==> src/rtl/nram_pkg.sv <==
package nram_pkg;
  localparam int unsigned NIB_W   = 4;
  localparam int unsigned LANES   = 4;
  localparam int unsigned ROW_BITS = NIB_W * LANES;
  localparam int unsigned ROW_AW  = 5;   // fixed by the two-beat select encoding
  localparam int unsigned LANE_AW = $clog2(LANES);

  localparam logic [NIB_W-1:0] OP_MEM = 4'hE;
  localparam logic [NIB_W-1:0] OP_SEL = 4'h2;

  typedef enum logic [2:0] {
    MD_IDLE,
    MD_READ,
    MD_WRITE,
    MD_SEL1,
    MD_SEL2
  } mode_e;
endpackage

==> src/rtl/nram_decoder.sv <==
module nram_decoder
  import nram_pkg::*;
#(
  parameter int unsigned ROWS = 20
) (
  input  logic               clk_i,
  input  logic               rst_ni,
  input  logic               fetch_hi_i,
  input  logic               fetch_lo_i,
  input  logic               exec_i,
  input  logic [NIB_W-1:0]   bus_i,
  output logic               row_load_o,
  output logic               acc_rd_o,
  output logic               acc_wr_o,
  output logic [ROW_AW-1:0]  sel_row_o,
  output logic [LANE_AW-1:0] sel_lane_o
);
  logic [NIB_W-1:0]   opc_q;
  mode_e              mode_q;
  logic [2:0]         beat_q;
  logic [ROW_AW-1:0]  sel_row_q;
  logic [LANE_AW-1:0] sel_lane_q;
  logic [ROW_AW-1:0]  row_cand;

  assign row_cand = {beat_q[0], bus_i};

  always_ff @(posedge clk_i or negedge rst_ni) begin
    if (!rst_ni) begin
      opc_q      <= '0;
      mode_q     <= MD_IDLE;
      beat_q     <= '0;
      sel_row_q  <= '0;
      sel_lane_q <= '0;
    end else if (fetch_hi_i) begin
      opc_q  <= bus_i;
      mode_q <= MD_IDLE;
    end else if (fetch_lo_i) begin
      if (opc_q == OP_MEM)      mode_q <= bus_i[3] ? MD_READ : MD_WRITE;
      else if (opc_q == OP_SEL) mode_q <= MD_SEL1;
      else                      mode_q <= MD_IDLE;
    end else if (exec_i) begin
      case (mode_q)
        MD_SEL1: begin
          beat_q <= bus_i[2:0];
          mode_q <= MD_SEL2;
        end
        MD_SEL2: begin
          if (int'(row_cand) < int'(ROWS)) begin
            sel_row_q  <= row_cand;
            sel_lane_q <= beat_q[2:1];
          end
          mode_q <= MD_IDLE;
        end
        default: mode_q <= MD_IDLE;
      endcase
    end
  end

  assign row_load_o = fetch_lo_i && (opc_q == OP_MEM);
  assign acc_rd_o   = exec_i && !fetch_hi_i && !fetch_lo_i && (mode_q == MD_READ);
  assign acc_wr_o   = exec_i && !fetch_hi_i && !fetch_lo_i && (mode_q == MD_WRITE);
  assign sel_row_o  = sel_row_q;
  assign sel_lane_o = sel_lane_q;

  AST_SEL_ROW_RANGE: assert property (@(posedge clk_i) disable iff (!rst_ni)
    int'(sel_row_q) < int'(ROWS));

  AST_SEL_HOLD: assert property (@(posedge clk_i) disable iff (!rst_ni)
    !$past(exec_i) |-> ($stable(sel_row_q) && $stable(sel_lane_q)));
endmodule

==> src/rtl/nram_array.sv <==
module nram_array
  import nram_pkg::*;
#(
  parameter int unsigned ROWS = 20
) (
  input  logic                clk_i,
  input  logic [ROW_AW-1:0]   rd_a_row_i,
  output logic [ROW_BITS-1:0] rd_a_data_o,
  input  logic [ROW_AW-1:0]   rd_b_row_i,
  output logic [ROW_BITS-1:0] rd_b_data_o,
  input  logic                we_i,
  input  logic [ROW_AW-1:0]   wr_row_i,
  input  logic [ROW_BITS-1:0] wr_data_i
);
  logic [ROW_BITS-1:0] cells [ROWS];

  assign rd_a_data_o = cells[rd_a_row_i];
  assign rd_b_data_o = cells[rd_b_row_i];

  always_ff @(posedge clk_i) begin
    if (we_i) cells[wr_row_i] <= wr_data_i;
  end
endmodule

==> src/rtl/nram_lane_mux.sv <==
module nram_lane_mux
  import nram_pkg::*;
(
  input  logic [ROW_BITS-1:0] row_i,
  input  logic [LANE_AW-1:0]  lane_i,
  input  logic [NIB_W-1:0]    nib_i,
  output logic [NIB_W-1:0]    nib_o,
  output logic [ROW_BITS-1:0] merged_o
);
  for (genvar l = 0; l < LANES; l++) begin : g_lane
    assign merged_o[l*NIB_W +: NIB_W] =
      (lane_i == LANE_AW'(l)) ? nib_i : row_i[l*NIB_W +: NIB_W];
  end

  assign nib_o = row_i[lane_i*NIB_W +: NIB_W];
endmodule

==> src/rtl/nram_refresh.sv <==
module nram_refresh
  import nram_pkg::*;
#(
  parameter int unsigned ROWS = 20
) (
  input  logic              clk_i,
  input  logic              rst_ni,
  input  logic              adv_i,
  output logic [ROW_AW-1:0] ptr_o
);
  localparam logic [ROW_AW-1:0] LAST = ROW_AW'(ROWS - 1);

  logic [ROW_AW-1:0] ptr_q;

  always_ff @(posedge clk_i or negedge rst_ni) begin
    if (!rst_ni)    ptr_q <= '0;
    else if (adv_i) ptr_q <= (ptr_q == LAST) ? '0 : ptr_q + 1'b1;
  end

  assign ptr_o = ptr_q;

  AST_REF_RANGE: assert property (@(posedge clk_i) disable iff (!rst_ni)
    int'(ptr_q) < int'(ROWS));

  AST_REF_STEP: assert property (@(posedge clk_i) disable iff (!rst_ni)
    adv_i |=> (ptr_q == (($past(ptr_q) == LAST) ? '0 : $past(ptr_q) + 1'b1)));
endmodule

==> src/rtl/nibble_row_ram.sv <==
module nibble_row_ram
  import nram_pkg::*;
#(
  parameter int unsigned ROWS = 20
) (
  input  logic       clk_i,
  input  logic       rst_ni,
  input  logic       fetch_hi_i,
  input  logic       fetch_lo_i,
  input  logic       exec_i,
  input  logic [3:0] bus_i,
  output logic [3:0] bus_o,
  output logic       bus_oe_o
);
  logic                row_load, acc_rd, acc_wr, ref_adv;
  logic [ROW_AW-1:0]   sel_row, ref_row, wr_row;
  logic [LANE_AW-1:0]  sel_lane;
  logic [ROW_BITS-1:0] sel_data, ref_data, wr_data, merged, row_buf_q;
  logic [NIB_W-1:0]    rd_nib;

  nram_decoder #(.ROWS(ROWS)) u_dec (
    .clk_i, .rst_ni, .fetch_hi_i, .fetch_lo_i, .exec_i, .bus_i,
    .row_load_o(row_load), .acc_rd_o(acc_rd), .acc_wr_o(acc_wr),
    .sel_row_o(sel_row), .sel_lane_o(sel_lane)
  );

  // refresh owns the write port whenever no access is in flight
  assign ref_adv = !(row_load || acc_wr);
  assign wr_row  = acc_wr ? sel_row : ref_row;
  assign wr_data = acc_wr ? merged  : ref_data;

  nram_refresh #(.ROWS(ROWS)) u_ref (
    .clk_i, .rst_ni, .adv_i(ref_adv), .ptr_o(ref_row)
  );

  nram_array #(.ROWS(ROWS)) u_arr (
    .clk_i,
    .rd_a_row_i(sel_row), .rd_a_data_o(sel_data),
    .rd_b_row_i(ref_row), .rd_b_data_o(ref_data),
    .we_i(1'b1), .wr_row_i(wr_row), .wr_data_i(wr_data)
  );

  always_ff @(posedge clk_i or negedge rst_ni) begin
    if (!rst_ni)       row_buf_q <= '0;
    else if (row_load) row_buf_q <= sel_data;
  end

  nram_lane_mux u_mux (
    .row_i(row_buf_q), .lane_i(sel_lane), .nib_i(bus_i),
    .nib_o(rd_nib), .merged_o(merged)
  );

  assign bus_oe_o = acc_rd;
  assign bus_o    = acc_rd ? rd_nib : '0;

  AST_OE_ONLY_EXEC: assert property (@(posedge clk_i) disable iff (!rst_ni)
    bus_oe_o |-> (exec_i && !fetch_hi_i && !fetch_lo_i));

  AST_NO_RD_WR: assert property (@(posedge clk_i) disable iff (!rst_ni)
    !(bus_oe_o && acc_wr));
endmodule

==> config.mk <==
export PLATFORM = sky130hd
export DESIGN_NAME = nibble_row_ram
export DESIGN_NICKNAME = d
export VERILOG_FILES = /design/src/rtl/nram_pkg.sv /design/src/rtl/nram_decoder.sv /design/src/rtl/nram_array.sv /design/src/rtl/nram_lane_mux.sv /design/src/rtl/nram_refresh.sv /design/src/rtl/nibble_row_ram.sv
export SDC_FILE = /design/constraint.sdc
export NUM_CORES = 1
export LEC_CHECK = 0
export BUFFER_PORTS_ARGS = -buffer_cell sky130_fd_sc_hd__buf_2
export CAP_MARGIN = 20
export CORE_MARGIN = 1
export CORE_UTILIZATION = 34
export DETAILED_ROUTE_END_ITERATION = 6
export PLACE_DENSITY = 0.58
export SETUP_SLACK_MARGIN = 0.02
export SYNTH_ARGS = -nofsm -noshare
export SYNTH_HDL_FRONTEND = slang
export SYNTH_SLANG_ARGS = --single-unit
export TNS_END_PERCENT = 1
==> constraint.sdc <==
create_clock -name clk_i -period 3.1 [get_ports clk_i]
set_clock_uncertainty 0.05 [all_clocks]
set_input_delay 0.465 -clock clk_i [delete_from_list [all_inputs] [get_ports clk_i]]
set_output_delay 0.465 -clock clk_i [all_outputs]
set_load 0.05 [all_outputs]
==> results.py <==
metrics = {
    "worst_setup_path": {
        "crit_type": "flop to flop",
        "endpoint_kind": "flop",
        "cp-start-kind": "flop",
        "rrSetupSlack_ns": 0.28,
        "startpoint": "u_dec.mode_q[2]",
        "cp.required_ns": 3.35,
        "crit_end": "u_arr.cells[8][7]",
        "r2r_cells": 6,
        "reg2reg_to": "u_arr.cells[8][7]",
        "cp_data_arrival_time_ns": 3.07,
        "r2r-start": "u_dec.mode_q[2]",
        "path_max_fanout": 11,
    },
    "synthesis": {
        "ys.flop_type": "edfxtp_1",
        "synth-adder-area-share": 0.000735,
        "mappedNetlistArea_um2": 17000,
        "synthesis.nets": 1095,
        "synth_compound_area_frac": 0.0856,
        "synthTopCellsByArea": "edfxtp_1 56%, mux2i_1 10%, mux4_2 9.9%",
        "yosysTopAreaCellShare": 0.564,
        "synth-edff-count": 320,
        "synth.most_common_cell": "edfxtp_1",
        "synthTopCellsByCount": "320 x edfxtp_1, 171 x mux2i_1, 75 x mux4_2, 43 x a22oi_1, 43 x clkbuf_1",
        "ys_seq_elements": 358,
        "synth_top_family_by_area": "multiplexers",
        "seq_area_frac_synth": 0.620,
        "synthXorXnorAreaFrac": 0.00103,
        "avgSynthCellArea_um2": 15.7,
        "synth_mux_area_frac": 0.228,
        "yosysTopAreaCell": "edfxtp_1",
        "yosys_warnings": 0,
        "synth-async-reset-ratio": 0.106,
        "synth_cell_types": 51,
        "yosys.area_share.simple": 0.0397,
        "syn_inst": 1085,
    },
    "route": {
        "drt_first_pass_iters": 5,
        "wl_met3_um": 4480,
        "viasPerCell": 5.88,
        "vias": 11000,
        "wl_per_cell_um": 27.9,
        "drtAntennaViolNets": 0,
        "wl_um": 52000,
        "top_layer_used": "met4",
        "wl_met2_um": 23800,
        "drt_first_iter_violations": 1247,
        "remaining_drc_errors": 0,
        "m1WireLength_um": 22000,
    },
    "die": {
        "core_area_um2": 49200,
        "initial_core_util": 0.346,
        "io_pins": 14,
        "die_h_um": 226,
        "placementRows": 81,
        "die_w_um": 226,
        "dieArea_um2": 51000,
    },
    "clocking": {
        "cts_buffers": 38,
        "cts_root_buffer": "clkbuf_16",
        "htreeDepth": 2,
        "clockBufferDepth": 3,
        "clk_latency_ns": 0.55,
        "clock_sinks": 358,
        "clk_pin_slew_ns": 0.06,
        "cts_tree": "done",
        "cts_setup_buffers": 0,
    },
    "finish": {
        "final_nets": 1179,
        "fin_cells": 1862,
        "antennaDiodeCount": 0,
        "fin_area_um2": 19900,
        "layout-drive-gt1-share": 0.280,
        "area_growth_pct": 16.8,
    },
    "run": {
        "maxCapViolCount": 0,
    },
    "global_route": {
        "antenna_found_initial": 0,
        "grt_max_degree": 44,
        "gr-total-overflow": 0,
        "grt_pass1_vias": 10800,
        "grt_pass1_wl_um": 76100,
        "track_usage": 0.208,
    },
    "sta": {
        "final_max_slew_viol_count": 0,
        "fmax_mhz": 355,
        "max_slew.worst_pin.slew_ns": 1.17,
        "maxSlewHeadroom": 0.221,
        "finalSetupViolCount": 0,
        "period_share": 0.909,
        "rsz0062_at_grt": "false",
        "holdWs_ns": 0.201,
        "fin_crit_ns": 2.82,
        "final_hold_viol_count": 0,
    },
    "placed_design": {
        "dp_cells": 1791,
        "postPlaceCellArea_um2": 18600,
        "port_buffers": 13,
        "post-dp-hpwl_um": 35200,
        "gp_congestion": 0.894,
    },
    "power_and_ir_drop": {
        "total_power_mw": 19.1,
        "power_density_nw_per_um2": 958,
        "ir_worst_vdd_mv": 0.450,
        "p_leak_nw": 6.45,
    },
    "hold_path": {
        "min_path_type": "input port to flop",
    },
    "outcome": {
        "status": "complete, no violations",
    },
}
layer usage:
| metal | global-route usage | vias up |
|---|---|---|
| met5 | 0 | - |
| met4 | 0.0729 | 0 |
| met3 | 0.0343 | 95 |
| met2 | 0.327 | 544 |
| met1 | 0.290 | 5684 |
| li1 | - | 4630 |
registers in the layout, indices dropped and copies added, names as in the netlist:
name	count
row_buf_q	16
u_arr.cells	320
u_dec.beat_q	3
u_dec.mode_q	3
u_dec.opc_q	4
u_dec.sel_lane_o	2
u_dec.sel_row_o	5
u_ref.ptr_o	5
report_power, final:
group,internal [mW],switching [mW]
sequential,7.54,0.543
combinational,2.49,4.03
clock,2.60,1.86
total,12.6,6.43
critical path, stage by stage (launching register included):
cell,delay [ns]
dfrtp_1,0.40
or4b_4,0.57
or2_1,0.33
buf_4,0.21
a31oi_1,0.49
nor2_2,0.28
buf_8,0.23
kinds of logic after synthesis:
family / count (synthesis)
compound gates: 217
flops: 358
xor+xnor: 2
buf+inv: 96
fa+ha+maj: 1
mux: 288
simple gates: 123
cell usage in the layout, fill, tap and decap left out, types with 3 or more instances in the layout:
cell | synthesis | routed
buf_12 | 0 | 9
buf_2 | 25 | 13
buf_4 | 0 | 109
clkinv_2 | 0 | 8
nor2_1 | 38 | 18
clkbuf_1 | 43 | 11
dfrtp_1 | 38 | 34
nor3b_1 | 4 | 4
o21ai_0 | 40 | 40
a22oi_1 | 43 | 43
a21oi_1 | 20 | 20
a31oi_1 | 15 | 15
inv_1 | 4 | 4
nor2_2 | 0 | 20
nor2b_1 | 10 | 8
and2_1 | 8 | 8
mux2i_1 | 171 | 171
a211oi_1 | 22 | 22
nand2_1 | 9 | 9
nand3_1 | 21 | 21
a32oi_1 | 16 | 16
edfxtp_1 | 320 | 320
a221o_1 | 6 | 6
nor3_1 | 4 | 4
mux4_2 | 75 | 75
o22ai_1 | 39 | 39
and3_1 | 4 | 4
dfrtp_4 | 0 | 3
clkinv_1 | 1 | 4
nand2b_1 | 5 | 5
mux2_4 | 3 | 3
mux2_2 | 39 | 39
clkbuf_16 | 0 | 42
a22o_1 | 9 | 9
how the worst min path moves through the flow:
stage	startpoint	to	slack (ns)	depth (start not counted)
2_1_floorplan	rst_ni	row_buf_q[0]	0.12	0
3_3_place_gp	u_dec.beat_q[2]	u_dec.sel_lane_o[1]	0.44	1
3_5_place_dp	u_dec.beat_q[2]	u_dec.sel_lane_o[1]	0.44	1
4_1_cts	exec_i	u_dec.mode_q[2]	0.18	4
5_1_grt	exec_i	u_dec.mode_q[2]	0.22	4
6_report	exec_i	u_dec.mode_q[2]	0.20	4
what timing repair did:
item | in CTS | in global routing
gates resized for setup | 0 | 0
hold buffers | 1 | 0
hold endpoints to repair | 30 | 0
layout make-up:
type	instances	area, µm²
fillers	4462	29300
flip-flops and latches	358	10600
multi-input cells	631	6120
repair buffers	135	1130
clock buffers	55	1120
well taps	664	831
clock inverters	14	97.6
inverters	5	18.8
per-stage QoR:
stage | setup TNS [ns] | setup slack, ns | util
floorplan | -1.03 | -0.0229 | -
global route | 0 | 0.182 | 0.405
finish | 0 | 0.281 | 0.405
detailed placement | 0 | 0.0207 | 0.379
global placement | 0 | 0.0278 | 0.378
CTS | 0 | 0.226 | 0.404
Note: power is estimated with default switching activity, not from simulation.
